`config.mk`:
```
export PLATFORM = sky130hd
export DESIGN_NAME = sio_fifo_pacer
export DESIGN_NICKNAME = d
export VERILOG_FILES = /design/src/rtl/sio_pacer_pkg.sv /design/src/rtl/sio_byte_fifo.sv /design/src/rtl/sio_dreq_ctrl.sv /design/src/rtl/sio_fifo_pacer.sv
export SDC_FILE = /design/constraint.sdc
export NUM_CORES = 1
export LEC_CHECK = 0
export ABC_CLOCK_PERIOD_IN_PS = 5700
export BUFFER_PORTS_ARGS = -buffer_cell sky130_fd_sc_hd__buf_2
export CAP_MARGIN = 40
export CORE_ASPECT_RATIO = 0.9
export CORE_MARGIN = 2
export CORE_UTILIZATION = 65
export DETAILED_ROUTE_END_ITERATION = 10
export GPL_TIMING_DRIVEN = 0
export PLACE_DENSITY = 0.83
export SKIP_LAST_GASP = 1
export SYNTH_ARGS = -nofsm -noshare
export SYNTH_HDL_FRONTEND = slang
export SYNTH_SLANG_ARGS = --single-unit
```
`constraint.sdc`:
```
create_clock -name clk -period 5.7 [get_ports clk]
set_input_delay 1.14 -clock clk [delete_from_list [all_inputs] [get_ports clk]]
set_output_delay 1.14 -clock clk [all_outputs]
set_load 0.05 [all_outputs]
```
`src/rtl/sio_pacer_pkg.sv`:
```
package sio_pacer_pkg;

  typedef enum logic [1:0] {
    TRIG_QUARTER   = 2'd0,
    TRIG_HALF      = 2'd1,
    TRIG_3QUARTER  = 2'd2,
    TRIG_NEAR_FULL = 2'd3
  } trig_sel_e;

  // Trigger level in bytes for a queue of the given depth.
  function automatic int unsigned trig_bytes(input logic [1:0] sel, input int unsigned depth);
    case (trig_sel_e'(sel))
      TRIG_QUARTER:  return depth / 4;
      TRIG_HALF:     return depth / 2;
      TRIG_3QUARTER: return (3 * depth) / 4;
      default:       return depth - depth / 8;
    endcase
  endfunction

  // Wrapping pointer advance.
  function automatic int unsigned ptr_step(input int unsigned ptr, input int unsigned depth);
    return (ptr == depth - 1) ? 0 : ptr + 1;
  endfunction

endpackage

```
`src/rtl/sio_byte_fifo.sv`:
```
module sio_byte_fifo #(
  parameter int DEPTH = 32,
  parameter int WIDTH = 8,
  localparam int AW = $clog2(DEPTH),
  localparam int CW = $clog2(DEPTH + 1)
) (
  input  logic             clk,
  input  logic             rst_n,
  input  logic             clr,
  input  logic             push,
  input  logic [WIDTH-1:0] push_data,
  input  logic             pop,
  output logic [WIDTH-1:0] head,
  output logic [CW-1:0]    level,
  output logic [CW-1:0]    level_nxt,
  output logic             ovf,
  output logic             unf
);
  import sio_pacer_pkg::*;

  logic [WIDTH-1:0] mem [DEPTH];
  logic [AW-1:0]    wr_ptr, rd_ptr;
  logic             full, empty, push_ok, pop_ok;

  assign full    = (level == CW'(DEPTH));
  assign empty   = (level == '0);
  assign push_ok = push && !full;
  assign pop_ok  = pop && !empty;
  assign head    = mem[rd_ptr];

  always_comb begin
    level_nxt = level;
    if (clr)                    level_nxt = '0;
    else if (push_ok && !pop_ok) level_nxt = level + 1'b1;
    else if (!push_ok && pop_ok) level_nxt = level - 1'b1;
  end

  always_ff @(posedge clk) begin
    if (push_ok && !clr) mem[wr_ptr] <= push_data;
  end

  always_ff @(posedge clk or negedge rst_n) begin
    if (!rst_n) begin
      wr_ptr <= '0;
      rd_ptr <= '0;
      level  <= '0;
      ovf    <= 1'b0;
      unf    <= 1'b0;
    end else if (clr) begin
      wr_ptr <= '0;
      rd_ptr <= '0;
      level  <= '0;
      ovf    <= 1'b0;
      unf    <= 1'b0;
    end else begin
      if (push_ok) wr_ptr <= AW'(ptr_step(int'(wr_ptr), DEPTH));
      if (pop_ok)  rd_ptr <= AW'(ptr_step(int'(rd_ptr), DEPTH));
      level <= level_nxt;
      if (push && full) ovf <= 1'b1;
      if (pop && empty) unf <= 1'b1;
    end
  end

endmodule

```
`src/rtl/sio_dreq_ctrl.sv`:
```
module sio_dreq_ctrl #(
  parameter int DEPTH = 32,
  parameter bit IS_RX = 1'b1,
  localparam int CW = $clog2(DEPTH + 1)
) (
  input  logic          clk,
  input  logic          rst_n,
  input  logic          dma_mode,
  input  logic          mode_flip,
  input  logic [CW-1:0] level,
  input  logic [CW-1:0] level_nxt,
  input  logic [CW-1:0] trig,
  input  logic          tmo,
  output logic          dreq_n
);
  localparam logic RST_VAL = IS_RX;  // value of the single-transfer rule for an empty queue

  logic single_n;   // single-transfer rule
  logic block_n;    // block rule with hysteresis
  logic dreq_n_nxt;

  generate
    if (IS_RX) begin : g_rx
      logic tmo_live;
      assign tmo_live = tmo && (level != '0);
      always_comb begin
        single_n = (level_nxt == '0);
        if (level_nxt == '0)                        block_n = 1'b1;
        else if ((level_nxt >= trig) || tmo_live)   block_n = 1'b0;
        else                                        block_n = dreq_n;
      end
    end else begin : g_tx
      always_comb begin
        single_n = (level_nxt != '0);
        if (level_nxt == CW'(DEPTH))   block_n = 1'b1;
        else if (level_nxt < trig)     block_n = 1'b0;
        else                           block_n = dreq_n;
      end
    end
  endgenerate

  assign dreq_n_nxt = (dma_mode && !mode_flip) ? block_n : single_n;

  always_ff @(posedge clk or negedge rst_n) begin
    if (!rst_n) dreq_n <= RST_VAL;
    else        dreq_n <= dreq_n_nxt;
  end

endmodule

```
`src/rtl/sio_fifo_pacer.sv`:
```
module sio_fifo_pacer #(
  parameter int DEPTH = 32,
  parameter int WIDTH = 8,
  localparam int CW = $clog2(DEPTH + 1)
) (
  input  logic             clk,
  input  logic             rst_n,
  input  logic             dma_mode,
  input  logic [1:0]       rx_trig_sel,
  input  logic [1:0]       tx_trig_sel,
  input  logic             fifo_clr,
  input  logic             host_wr,
  input  logic [WIDTH-1:0] host_wdata,
  input  logic             ser_pop,
  output logic [WIDTH-1:0] ser_data,
  input  logic             des_push,
  input  logic [WIDTH-1:0] des_data,
  input  logic             host_rd,
  output logic [WIDTH-1:0] host_rdata,
  input  logic             rx_tmo,
  output logic             rx_dreq_n,
  output logic             tx_dreq_n,
  output logic [CW-1:0]    rx_level,
  output logic [CW-1:0]    tx_level,
  output logic             tx_ovf,
  output logic             rx_ovf,
  output logic             tx_unf,
  output logic             rx_unf
);
  import sio_pacer_pkg::*;

  // Named internal events, also watched by the checker.
  logic          dma_q;
  logic          mode_flip;
  logic [CW-1:0] rx_trig, tx_trig;
  logic [CW-1:0] rx_level_nxt, tx_level_nxt;

  assign mode_flip = dma_mode ^ dma_q;
  assign rx_trig   = CW'(trig_bytes(rx_trig_sel, DEPTH));
  assign tx_trig   = CW'(trig_bytes(tx_trig_sel, DEPTH));

  always_ff @(posedge clk or negedge rst_n) begin
    if (!rst_n) dma_q <= 1'b0;
    else        dma_q <= dma_mode;
  end

  sio_byte_fifo #(.DEPTH(DEPTH), .WIDTH(WIDTH)) u_tx_q (
    .clk(clk), .rst_n(rst_n), .clr(fifo_clr),
    .push(host_wr), .push_data(host_wdata), .pop(ser_pop),
    .head(ser_data), .level(tx_level), .level_nxt(tx_level_nxt),
    .ovf(tx_ovf), .unf(tx_unf)
  );

  sio_byte_fifo #(.DEPTH(DEPTH), .WIDTH(WIDTH)) u_rx_q (
    .clk(clk), .rst_n(rst_n), .clr(fifo_clr),
    .push(des_push), .push_data(des_data), .pop(host_rd),
    .head(host_rdata), .level(rx_level), .level_nxt(rx_level_nxt),
    .ovf(rx_ovf), .unf(rx_unf)
  );

  sio_dreq_ctrl #(.DEPTH(DEPTH), .IS_RX(1'b1)) u_rx_req (
    .clk(clk), .rst_n(rst_n), .dma_mode(dma_mode), .mode_flip(mode_flip),
    .level(rx_level), .level_nxt(rx_level_nxt), .trig(rx_trig),
    .tmo(rx_tmo), .dreq_n(rx_dreq_n)
  );

  sio_dreq_ctrl #(.DEPTH(DEPTH), .IS_RX(1'b0)) u_tx_req (
    .clk(clk), .rst_n(rst_n), .dma_mode(dma_mode), .mode_flip(mode_flip),
    .level(tx_level), .level_nxt(tx_level_nxt), .trig(tx_trig),
    .tmo(1'b0), .dreq_n(tx_dreq_n)
  );

endmodule

```
### After elaboration in Yosys (flattened, before gate mapping)

Memories as Yosys holds them, arrays and structs flattened.
Cells that the tools add are included.

| operators by class | value |
|---|---|
| equality and inequality tests | 13 |
| $add $sub $neg | 8 |
| magnitude comparators | 2 |
| bitwise gates (word level) | 1 |
| reductions and logical operators | 42 |
| multiplexer cells | 40 |

Operator list:

| operator | number |
|---|---|
| 5-bit two-way mux | 12 |
| 6-bit two-way mux | 8 |
| 5-bit case mux with 3 select lines | 2 |
| 5-bit by 1-bit adder with 5-bit output (second input constant) | 4 |
| 5-bit == test (second input constant) | 4 |
| 6-bit == test (second input constant) | 3 |
| 6-bit logical NOT | 3 |
| 1-bit two-way mux | 18 |
| 1-bit logical AND | 16 |
| 2-bit nonzero test | 8 |
| 6-bit by 1-bit adder with 6-bit output (second input constant) | 2 |
| 6-bit nonzero test | 2 |
| 6-bit by 1-bit subtractor with 6-bit output (second input constant) | 2 |
| 1-bit logical NOT | 10 |
| 6-bit by 5-bit >= comparator with 1-bit output | 1 |
| 6-bit by 5-bit less-than comparator with 1-bit output | 1 |
| 3-bit by 1-bit != test with 1-bit output (second input constant) | 2 |
| 2-bit by 1-bit == test with 1-bit output (second input constant) | 2 |
| 2-bit == test (second input constant) | 2 |
| 2-bit logical NOT | 2 |
| 1-bit logical OR | 1 |
| 1-bit XOR | 1 |

| storage, ports and cells | value |
|---|---|
| RAM bits | 512 |
| word-level logic and storage cells | 121 |
| bits in registers | 39 |
| memories | 2 |

Memory list:

| memory | words | width | rd ports | clocked after memory_dff | write ports | line | RTL |
|---|---|---|---|---|---|---|---|
| u_rx_q.mem | 32 | 8 | 1 | 0 | 1 | sio_byte_fifo.sv:21 | `logic [WIDTH-1:0] mem [DEPTH];` |
| u_tx_q.mem | 32 | 8 | 1 | 0 | 1 | sio_byte_fifo.sv:21 |  |

### Depth between registers and ports, before layout

Gate-level depths: netlist (run 1).

| depth | value |
|---|---|
| depth after elaboration | 13 |
| depth in mapped cells | 13 |
| gate-level depth less buffers | 13 |

### By module

A second synthesis (run 1) with hierarchy kept.

| unflattened totals | value |
|---|---|
| cells, all modules | 1145 |
| area total of the unflattened synthesis | 22650.5 µm² |

By module, submodules not included:

| module | times used | area an instance (µm²) | cells an instance |
|---|---|---|---|
| sio_byte_fifo | 2 | 11085.6 | 542 |
| sio_dreq_ctrl (u_rx_req) | 1 | 220.2 | 28 |
| sio_dreq_ctrl (u_tx_req) | 1 | 182.7 | 24 |
| sio_fifo_pacer | 1 | 76.3 | 9 |

### Worst setup path after synthesis (run 1)

Ideal clock, no wire load.

| timing | value |
|---|---|
| kind | reg2out |
| start | reg u_rx_q.rd_ptr[0] |
| end | out host_rdata[0] |
| slack | 2153 ps |
| cell stages (with the launch flop) | 6 |
| data arrival time | 2407 ps |
| cells stage by stage | dfrtp_1 -> clkbuf_1 -> buf_1 -> mux4_2 -> mux4_2 -> mux2_2 |

| between the ends | value |
|---|---|
| cells in the longest elaborated chain, start to end | 1 |

RTL lines:

| item | line | RTL |
|---|---|---|
| from (decl) | sio_byte_fifo.sv:22 | `logic [AW-1:0] wr_ptr, rd_ptr;` |
| from (signal assigned) | sio_byte_fifo.sv:57 | `if (pop_ok) rd_ptr <= AW'(ptr_step(int'(rd_ptr), DEPTH));` |
| memory 32 x 8 bit | -- |  |
| to (decl) | sio_fifo_pacer.sv:19 | `output logic [WIDTH-1:0] host_rdata,` |

Every way passes these cells.

### Final worst setup path (run 1)

| timing | value |
|---|---|
| start | reg u_rx_q.rd_ptr[1] |
| end | out host_rdata[7] |

Same word-level chain as after synthesis.

==> results of run 1 <==
==> worst min path at each step <==
stage,endpoint,slack (ns),cells after the start
6_report,u_tx_q.level[0]$_DFF_PN0_,0.50,1
5_1_grt,u_tx_q.level[0]$_DFF_PN0_,0.53,1
4_1_cts,u_tx_q.level[0]$_DFF_PN0_,0.50,1
3_5_place_dp,u_rx_q.ovf$_DFFE_PN0P_,0.51,2
3_3_place_gp,u_rx_q.unf$_DFFE_PN0P_,0.48,2
2_1_floorplan,u_rx_q.wr_ptr[3]$_DFFE_PN0P_,0.50,2
==> layout make-up <==
| class | count | area, um2 | area share [%] |
|---|---|---|---|
| sequential | 551 | 16400 | 64.9 |
| buffer | 65 | 290 | 1.15 |
| tap | 462 | 578 | 2.30 |
| clock inverter | 31 | 236 | 0.939 |
| inverter | 19 | 71.3 | 0.283 |
| clock buffer | 65 | 1390 | 5.52 |
| timing repair buffer | 65 | 377 | 1.50 |
| multi-input combinational | 588 | 5890 | 23.4 |
==> registers in the layout, indices dropped and copies added, names as in the netlist, 5 cells and up <==
| name | cells |
|---|---|
| u_tx_q.wr_ptr | 5 |
| u_tx_q.mem | 256 |
| u_rx_q.level | 6 |
| u_rx_q.rd_ptr | 5 |
| u_rx_q.wr_ptr | 5 |
| u_rx_q.mem | 256 |
| u_tx_q.level | 6 |
| u_tx_q.rd_ptr | 5 |
==> metal layers <==
metal | vias up | GRT usage [%] | wire length (um)
met5 | - | 0 | 0
met1 | 6489 | 43.2 | 20200
met3 | 158 | 7.90 | 6950
met2 | 1004 | 46.0 | 24800
met4 | 0 | 8.09 | 1480
li1 | 5210 | - | -
==> critical path, stage by stage (launching register included) <==
cell and delay, ns:
dfrtp_1 0.44, buf_1 0.56, buf_1 0.68, mux4_2 0.47, mux4_2 0.50, mux2_2 0.31
buf_2 0.22
==> power by group <==
part | switching, W | internal, W | total (W) | leakage, nW
logic | 0.00151 | 0.000957 | 0.00246 | 2.25
registers | 0.0000907 | 0.00450 | 0.00459 | 5.13
clock network | 0.00146 | 0.00187 | 0.00332 | 0.797
total | 0.00306 | 0.00732 | 0.0104 | 8.17
==> cell families after synthesis <==
| group | synth area share [%] |
|---|---|
| AO/OA/AOI/OAI | 4.38 |
| XOR/XNOR | 0.194 |
| adder cells (fa/ha/maj) | 1.38 |
| buffers and inverters | 1.60 |
| flip-flops | 72.4 |
| multiplexers | 15.3 |
| AND/OR/NAND/NOR | 4.83 |
==> metrics by stage <==
step	power [W]	hold WS [ns]	utilization (%)	area (um2)
after floorplan	0.00638	0.505	-	22600
after global placement	0.00698	0.482	68.8	23500
after detailed placement	0.00707	0.507	69.1	23600
after CTS	0.0104	0.501	73.8	25200
after global routing	0.0107	0.527	73.8	25200
final	0.0104	0.498	73.8	25200
==> placed cells by master (no fill, tap or decap), drive strengths merged, types with 4 or more instances in the layout <==
cell / Yosys / final
edfxtp: 512 / 512
a211oi: 12 / 12
dfrtp: 38 / 38
or3b: 4 / 4
a31oi: 10 / 10
xnor2: 5 / 5
or4: 4 / 4
ha: 25 / 25
nand3: 13 / 13
clkbuf: 36 / 101
buf: 29 / 94
o22ai: 17 / 17
nand2: 44 / 44
and2: 6 / 6
mux2i: 61 / 61
and3: 5 / 5
mux2: 12 / 12
mux4: 120 / 120
a21o: 8 / 8
nor2b: 7 / 7
a21oi: 24 / 24
nand3b: 7 / 7
nor2: 106 / 106
nor4b: 4 / 4
o21ai: 25 / 25
nor3: 8 / 8
o221ai: 24 / 24
clkinv: 0 / 23
or4b: 5 / 5
inv: 19 / 22
==> Yosys cell counts (all sizes together), types with 12 or more instances <==
library cell  number  share of area (%)
a211oi            12               0.40
a21oi             24               0.53
buf               29               0.69
clkbuf            36               0.60
dfrtp             38                4.2
edfxtp           512                 68
ha                25                1.4
inv               19               0.32
mux2              12               0.60
mux2i             61                2.7
mux4             120                 12
nand2             44               0.74
nand3             13               0.29
nor2             106                1.8
o21ai             25               0.64
o221ai            24               0.93
o22ai             17               0.47
==> metrics, run 1 <==
status=complete, no violations; end of the worst register-to-register path=u_rx_req.dreq_n$_DFFE_PN1P_; setup violators final=0; Data required, critical path=4.56 ns; Row Count=64; CP startpoint=u_rx_q.rd_ptr[1]$_DFFE_PN0P_; H-Tree Depth=2; DP Worst Slack=1.46 ns; Max-Cap Viols=0; drt pass-1 iters=7; Post-synth ARST share=7.08%; Hold Buf Count CTS=0; setup TNS=0 ns; flop2flop setup slack=2.23 ns; Sink Count=551; PwrDens=412 mW/mm2; post-synthesis instance area=0.0226 mm2; Wirelength per Cell=28.9 um; Inserted Diodes=0; worst vdd ir=301 uV; Avg Vias per Cell=6.97; initial core utilization=66.3%; post-route setup slack=0.800 ns; die area=0.0363 mm2; Gates resized, CTS repair=0; Synth Register Bits=551; postcts setup bufs=0; worst hold path type=in -> async; worst skew pair latency=0.57 ns; final WL=53,400 um; critical path fanouts, max=10; Hold Vio Cnt, Final=0; Post-synth top flop=edfxtp_1; die width=201 um; worst slew pin tran=0.897 ns; CTS Buf Count=52; Max Clk Rate=204 MHz; CTS tree=done; growth of design area from synthesis to finish=11.4%; initial drt markers=1,927; post-synthesis instance total=1,223; core area=0.0341 mm2; Crit. End Element=primary output; Mapped Nets=1,277; share of layout cells above drive strength 1=22.3%; first-pass GRT wire length=79,700 um; fillers=1,920; DR DRC count=0; sequential area share after synthesis=72.4%; Ports=63; critical path launch point type=flop; R2R Path Start=u_rx_q.level[0]$_DFF_PN0_; Routed Antenna Nets=0; detailed placement HPWL=32,300 um; Non-Filler Instances=1,846; worst rel slew slack=40.2%; Setup Skew=0.0169 ns; via count=12,861; CP arrival=3.76 ns; dpl cells=1,750; initial antenna violation count=0; global route overflow=0; pin count of the biggest net entering global routing=33; fin. max-slew vios=0; RePlAce Congestion=0.932; vias in the first global route=12,623; final cycle utilization of the critical path=86.0%; post-layout min period=4.90 ns; Syn. warnings=0; Tot GR Track Use=29.8%; Netlist cell types=67; unrepaired setup endpoints after global routing=no; Final #Nets=1,396; die height=181 um; number of flops mapped to enable cells by yosys=512; Root Driver=clkbuf_16; port buffer count=60; Worst Reg-to-Reg Cells=13; CTS clk-pin slew, worst paths=0.07 ns; crit path kind=reg -> out; syn_area_per_cell=18.5 um2; CP Capture Point=host_rdata[7]; Lkg Pwr=8.17 nW; Clock Tree Buf Depth=3
(Power assumes the default switching activity.)
==> run 2: changes to the inputs <==
CELL_PAD_IN_SITES_DETAIL_PLACEMENT = 0   (was default)
CELL_PAD_IN_SITES_GLOBAL_PLACEMENT = 1   (was default)
CORE_UTILIZATION = 58   (was 65)
PLACE_DENSITY = default   (was 0.83)
PLACE_DENSITY_LB_ADDON = 0.1   (was default)
==> metrics, run 2 (synthesis results as in run 1) <==
critical-path cell list=buf_1 > buf_1 > mux4_2 > mux4_2 > mux2_2 > buf_2 (unchanged); worst vdd ir=313 uV (was 301 uV); DR DRC count=0 (unchanged); Setup Skew=0.0196 ns (was 0.0169 ns); commonest non-fill, non-tap cell in the layout=edfxtp_1 (unchanged); Multi-input gate area=0.00589 mm2 (unchanged); detailed placement HPWL=32,400 um (was 32,300 um); die area=0.0406 mm2 (was 0.0363 mm2); Routed Antenna Nets=0 (unchanged); H-Tree Depth=2 (unchanged); Max Clk Rate=205 MHz (was 204 MHz); post-layout min period=4.88 ns (was 4.90 ns); Data required, critical path=4.56 ns (about the same); RePlAce Congestion=0.835 (was 0.932); PwrDens=411 mW/mm2 (was 412 mW/mm2); WP buf/inv=3 (unchanged); Inserted Diodes=0 (unchanged); Wirelength per Cell=26.2 um (was 28.9 um); initial core utilization=58.9% (was 66.3%); fin. max-slew vios=0 (unchanged); met3 usage=6.47% (was 7.90%); Ports=63 (unchanged); status=complete, no violations (unchanged); via count=12,022 (was 12,861); Max-Cap Viols=0 (unchanged); critical path launch point type=flop (unchanged); CP max stage cell=buf_1 (unchanged); fin area=0.0253 mm2 (was 0.0252 mm2); vias in the first global route=11,744 (was 12,623); Gates resized, CTS repair=0 (unchanged); global route overflow=0 (unchanged); switching part of the total=29.1% (was 29.4%); Final #Nets=1,398 (was 1,396); Worst Reg-to-Reg Cells=13 (unchanged); Combinational Power Share=23.2% (was 23.7%); CTS Buf Count=54 (was 52); end of the worst register-to-register path=u_rx_req.dreq_n$_DFFE_PN1P_ (unchanged); Root Driver=clkbuf_16 (unchanged); hold_ws=0.478 ns (was 0.498 ns); crit path kind=reg -> out (unchanged); GR peak layer=met1 (was met2); die width=212 um (was 201 um); largest registers=u_rx_q.mem x256, u_tx_q.mem x256 (unchanged); CP startpoint=u_rx_q.rd_ptr[1]$_DFFE_PN0P_ (unchanged); drt pass-1 iters=5 (was 7); Sequential cell area=0.0164 mm2 (unchanged); worst rel slew slack=43.4% (was 40.2%); CTS clk-pin slew, worst paths=0.07 ns (about the same); Hold Buf Count CTS=0 (unchanged); pin count of the biggest net entering global routing=33 (unchanged); first-pass GRT wire length=74,100 um (was 79,700 um); flop2flop setup slack=2.24 ns (was 2.23 ns); CTS tree=done (unchanged); postcts setup bufs=0 (unchanged); die height=191 um (was 181 um); GR Layer Usage met1=39.7% (was 43.2%); final WL=50,100 um (was 53,400 um); Lkg Pwr=8.20 nW (was 8.17 nW); initial drt markers=1,332 (was 1,927); CP arrival=3.74 ns (was 3.76 ns); Crit. End Element=primary output (unchanged); growth of design area from synthesis to finish=12.0% (was 11.4%); setup violators final=0 (unchanged); critical path fanouts, max=10 (unchanged); Hold Vio Cnt, Final=0 (unchanged); Pwr Total=0.0104 W (about the same); R2R Path Start=u_rx_q.level[0]$_DFF_PN0_ (unchanged); Row Count=68 (was 64); worst hold path type=in -> async (unchanged); setup TNS=0 ns (unchanged); fillers=2,632 (was 1,920); initial antenna violation count=0 (unchanged); instance area at placement=0.0236 mm2 (about the same); Clock Tree Buf Depth=3 (unchanged); Crit path max-delay family=buffers and inverters (unchanged); Tot GR Track Use=25.6% (was 29.8%); slowest cell delay on critical path=0.65 ns (was 0.68 ns); port buffer count=60 (unchanged); share of layout cells above drive strength 1=22.5% (was 22.3%); unrepaired setup endpoints after global routing=no (unchanged); cell-internal power=0.00737 W (was 0.00732 W); core area=0.0384 mm2 (was 0.0341 mm2); Sink Count=551 (unchanged); worst skew pair latency=0.61 ns (was 0.57 ns); most frequent cells in the layout=512 x edfxtp_1, 120 x mux4_2, 105 x nor2_1 (unchanged); worst slew pin tran=0.849 ns (was 0.897 ns); Avg Vias per Cell=6.28 (was 6.97); sequential fraction of design power=44.1% (was 44.2%); NetSw=0.00303 W (was 0.00306 W); final cycle utilization of the critical path=85.6% (was 86.0%); Clock power frac=32.6% (was 32.0%); M2 GR Usage=36.8% (was 46.0%)
==> run 2: changes by cell type in the layout (fill, tap and decap cells not counted) <==
cell / delta
clkbuf_1: +4
clkinv_1: -3
buf_6: +1
buf_8: -1
clkbuf_16: +1
clkinv_2: +1
clkinv_8: +1
clkinvlp_4: +1
==> run 2: per-stage QoR <==
step	std cells	util [%]	setup WS, ns
finish	1914	66.0	0.823
global route	1914	66.0	0.698
CTS	1914	66.0	0.786
detailed placement	1813	61.6	1.42
global placement	1808	61.4	1.42
floorplan	1223	-	2.15
==> run 2: final cells by class <==
| class | instances | share of cell area, % |
|---|---|---|
| tap | 525 | 2.59 |
| timing repair buffer | 65 | 1.47 |
| buffer | 65 | 1.15 |
| clock buffer | 70 | 5.65 |
| multi-input combinational | 588 | 23.3 |
| inverter | 19 | 0.282 |
| sequential | 551 | 64.6 |
| clock inverter | 31 | 1.00 |
==> run 2: power by group through the flow <==
stage          logic, W  clock network (W)  registers, W
2_1_floorplan   0.00157                  0       0.00481
3_3_place_gp    0.00237                  0       0.00467
3_5_place_dp    0.00242                  0       0.00467
4_1_cts         0.00243            0.00344       0.00459
5_1_grt         0.00258            0.00360       0.00460
6_report        0.00242            0.00339       0.00459
==> run 2: worst max-delay path by stage <==
stage               endpoint  depth (start not counted)
2_1_floorplan  host_rdata[0]                          5
3_3_place_gp   host_rdata[6]                          6
3_5_place_dp   host_rdata[6]                          6
4_1_cts        host_rdata[6]                          6
5_1_grt        host_rdata[6]                          6
6_report       host_rdata[6]                          6
==> run 2: worst register-to-register path: cells and delay by family, from the launching register on <==
family | cells | cell delay, ns
buffers and inverters | 1 | 0.12
DFF | 1 | 0.48
AOI/OAI and AO/OA | 5 | 1.25
muxes | 1 | 0.40
and+or+nand+nor | 4 | 0.61
adders and majority gates | 2 | 0.52
==> run 2: layer usage <==
| layer | vias to the layer above | wire, um |
|---|---|---|
| met5 | - | 0 |
| met4 | 0 | 926 |
| met3 | 72 | 4370 |
| met2 | 463 | 22400 |
| met1 | 6267 | 22400 |
| li1 | 5220 | - |
==> run 3: changes to the inputs <==
ABC_AREA = 1   (was default)
CORE_UTILIZATION = 55   (was 58)
SLEW_MARGIN = 20   (was default)
==> metrics, run 3 <==
Compound-Gate Fraction of Synth Area=11.9% (was 4.38%); synth cell count leaders=512 x edfxtp_1, 371 x nor2_1, 281 x o21ai_0 (was 512 x edfxtp_1, 120 x mux4_2, 105 x nor2_1); growth of design area from synthesis to finish=12.2% (was 12.0%); Clock Tree Buf Depth=3 (unchanged); vias in the first global route=14,805 (was 11,744); Row Count=70 (was 68); Post-synth top flop=edfxtp_1 (unchanged); number of flops mapped to enable cells by yosys=512 (unchanged); DP Worst Slack=1.79 ns (was 1.42 ns); worst skew pair latency=0.61 ns (about the same); share of synthesized area spent on multiplexers=1.05% (was 15.3%); final WL=62,300 um (was 50,100 um); unrepaired setup endpoints after global routing=no (unchanged); Wirelength per Cell=24.1 um (was 26.2 um); Ports=63 (unchanged); top cell type's share of synthesized area=67.1% (was 68.0%); xor and xnor area share after synthesis=0.344% (was 0.194%); Max-Cap Viols=0 (unchanged); fin. max-slew vios=0 (unchanged); post-synthesis share of cell area spent on and, or, nand and nor gates=10.8% (was 4.83%); post-layout min period=4.67 ns (was 4.88 ns); post-route setup slack=1.03 ns (was 0.823 ns); most common cell in the netlist=edfxtp_1 (unchanged); PwrDens=415 mW/mm2 (was 411 mW/mm2); Crit. End Element=primary output (unchanged); CTS Buf Count=54 (unchanged); pin count of the biggest net entering global routing=33 (unchanged); postcts setup bufs=0 (unchanged); Sink Count=551 (unchanged); CTS clk-pin slew, worst paths=0.06 ns (was 0.07 ns); commonest non-fill, non-tap cell in the layout=edfxtp_1 (unchanged); via count=15,755 (was 12,022); Synth Register Bits=551 (unchanged); Max Clk Rate=214 MHz (was 205 MHz); Synth Area in Adders=1.37% (was 1.38%); worst hold path type=reg -> reg (was in -> async); initial antenna violation count=0 (unchanged); post-synthesis instance total=1,864 (was 1,223); ranking of synthesized cells by area=edfxtp_1 67%, o21ai_0 6.1%, nor2_1 6.1%, dfrtp_1 4.2%, o22ai_1 4.0% (was edfxtp_1 68%, mux4_2 12%, dfrtp_1 4.2%, mux2i_1 2.7%, nor2_1 1.7%); Syn. warnings=0 (unchanged); global route overflow=0 (unchanged); die height=198 um (was 191 um); sequential area share after synthesis=71.4% (was 72.4%); Gates resized, CTS repair=0 (unchanged); CP arrival=3.53 ns (was 3.74 ns); most frequent cells in the layout=512 x edfxtp_1, 371 x nor2_1, 281 x o21ai_0 (was 512 x edfxtp_1, 120 x mux4_2, 105 x nor2_1); cell-internal power=0.00708 W (was 0.00737 W); Combinational Power Share=25.6% (was 23.2%); fin util=63.0% (was 66.0%); switching part of the total=33.5% (was 29.1%); Hold Buf Count CTS=0 (unchanged); sequential fraction of design power=42.7% (was 44.1%); Lkg Pwr=8.91 nW (was 8.20 nW); critical path launch point type=flop (unchanged); RePlAce Congestion=0.981 (was 0.835); initial core utilization=56.1% (was 58.9%); worst slew pin tran=0.871 ns (was 0.849 ns); Avg Vias per Cell=6.11 (was 6.28); largest registers=u_rx_q.mem x256, u_tx_q.mem x256 (unchanged); Tot GR Track Use=29.0% (was 25.6%); CTS tree=done (unchanged); initial drt markers=2,183 (was 1,332); crit path kind=reg -> out (unchanged); Multi-input gate area=0.00582 mm2 (was 0.00589 mm2); largest family of logic cells by synthesized area=compound AO/OA/AOI/OAI gates (was multiplexers); flop2flop setup slack=2.50 ns (was 2.24 ns); fillers=3,258 (was 2,632); worst vdd ir=268 uV (was 313 uV); share of layout cells above drive strength 1=11.2% (was 22.5%); final cycle utilization of the critical path=81.9% (was 85.6%); Inserted Diodes=0 (unchanged); setup TNS=0 ns (unchanged); port buffer count=61 (was 60); status=complete, no violations (unchanged); detailed placement HPWL=41,600 um (was 32,400 um); Post-synth ARST share=7.08% (unchanged); Sequential cell area=0.0164 mm2 (unchanged); Hold Vio Cnt, Final=0 (unchanged); die area=0.0433 mm2 (was 0.0406 mm2); Mapped Nets=1,918 (was 1,277); first-pass GRT wire length=91,400 um (was 74,100 um); Data required, critical path=4.56 ns (about the same); Netlist cell types=37 (was 67); die width=219 um (was 212 um); setup violators final=0 (unchanged); H-Tree Depth=2 (unchanged); Routed Antenna Nets=0 (unchanged); Root Driver=clkbuf_16 (unchanged); largest area contributor in the netlist=edfxtp_1 (unchanged); DR DRC count=0 (unchanged); critical path fanouts, max=10 (unchanged); core area=0.0408 mm2 (was 0.0384 mm2); NetSw=0.00357 W (was 0.00303 W); drt pass-1 iters=5 (unchanged); Final #Nets=2,055 (was 1,398); post-synthesis instance area=0.0229 mm2 (was 0.0226 mm2); Setup Skew=0.0189 ns (was 0.0196 ns); Clock power frac=31.7% (was 32.6%); worst rel slew slack=41.7% (was 43.4%); syn_area_per_cell=12.3 um2 (was 18.5 um2)
run 3: changes by cell type in the layout (fill, tap and decap cells not counted), moves of 21 or more:
cell	before	now
buf_4	2	23
clkbuf_1	50	91
inv_1	17	61
mux2i_1	61	24
mux4_2	120	0
nand2_1	43	128
nand3_1	13	43
nor2_1	105	371
o21ai_0	18	281
o22ai_1	17	145
run 3: layout make-up:
type,instances,area share [%]
clock buffers,70,5.74
plain buffers,108,1.74
well taps,540,2.63
clock inverters,25,0.662
inverters,72,1.07
flip-flops and latches,551,63.6
multi-input cells,1133,22.7
repair buffers,81,1.85
run 3: worst max-delay path, cell delays in order (launching register included):
cell	delay (ns)
dfrtp_1	0.38
buf_2	0.21
inv_1	0.28
clkbuf_1	0.56
o21ai_0	0.23
o22ai_1	0.27
nor2_1	0.07
o22ai_1	0.37
nand2_1	0.10
o31ai_1	0.11
buf_2	0.33
run 3: final timing paths:
path / cells past startpoint / from / to
hold / removal: 2 / u_rx_q.unf$_DFFE_PN0P_ / u_rx_q.unf$_DFFE_PN0P_
min in group asynchronous: 1 / rst_n / u_rx_q.level[0]$_DFF_PN0_
max in group asynchronous: 2 / rst_n / u_tx_q.wr_ptr[0]$_DFFE_PN0P_
hold reg to reg: 2 / u_rx_q.unf$_DFFE_PN0P_ / u_rx_q.unf$_DFFE_PN0P_
setup / recovery: 10 / u_tx_q.rd_ptr[1]$_DFFE_PN0P_ / ser_data[0]
setup reg to reg: 7 / u_tx_q.level[0]$_DFF_PN0_ / u_tx_q.mem[25][6]$_DFFE_PP_
run 3: per-layer routing:
layer  routed length, um  GRT usage, %
met1               26900          45.6
met2               26600          41.7
met3                7670          5.97
met4                1060          6.46
met5                   0             0
run 3: power groups by stage:
stage	clock (W)	combinational [W]	sequential [W]
global route	0.00356	0.00293	0.00456
finish	0.00337	0.00273	0.00455
global placement	0	0.00264	0.00463
CTS	0.00340	0.00268	0.00455
floorplan	0	0.00161	0.00474
detailed placement	0	0.00267	0.00464
run 3: through the flow:
stage	std cells	power [W]	hold WS, ns	area [um2]
finish	2580	0.0107	0.515	25700
global route	2580	0.0110	0.538	25700
CTS	2569	0.0106	0.519	25600
detailed placement	2474	0.00731	0.496	24000
global placement	2465	0.00727	0.482	23900
floorplan	1864	0.00635	0.572	22900
run 3: logic make-up (layout without fill, tap and decap cells):
| kind of cell | after synthesis | in the layout |
|---|---|---|
| and+or+nand+nor | 587 | 587 |
| DFF | 551 | 551 |
| AOI/OAI and AO/OA | 488 | 488 |
| buffers and inverters | 180 | 356 |
| adders and majority gates | 25 | 25 |
| muxes | 24 | 24 |
| xor gates and xnor gates | 9 | 9 |
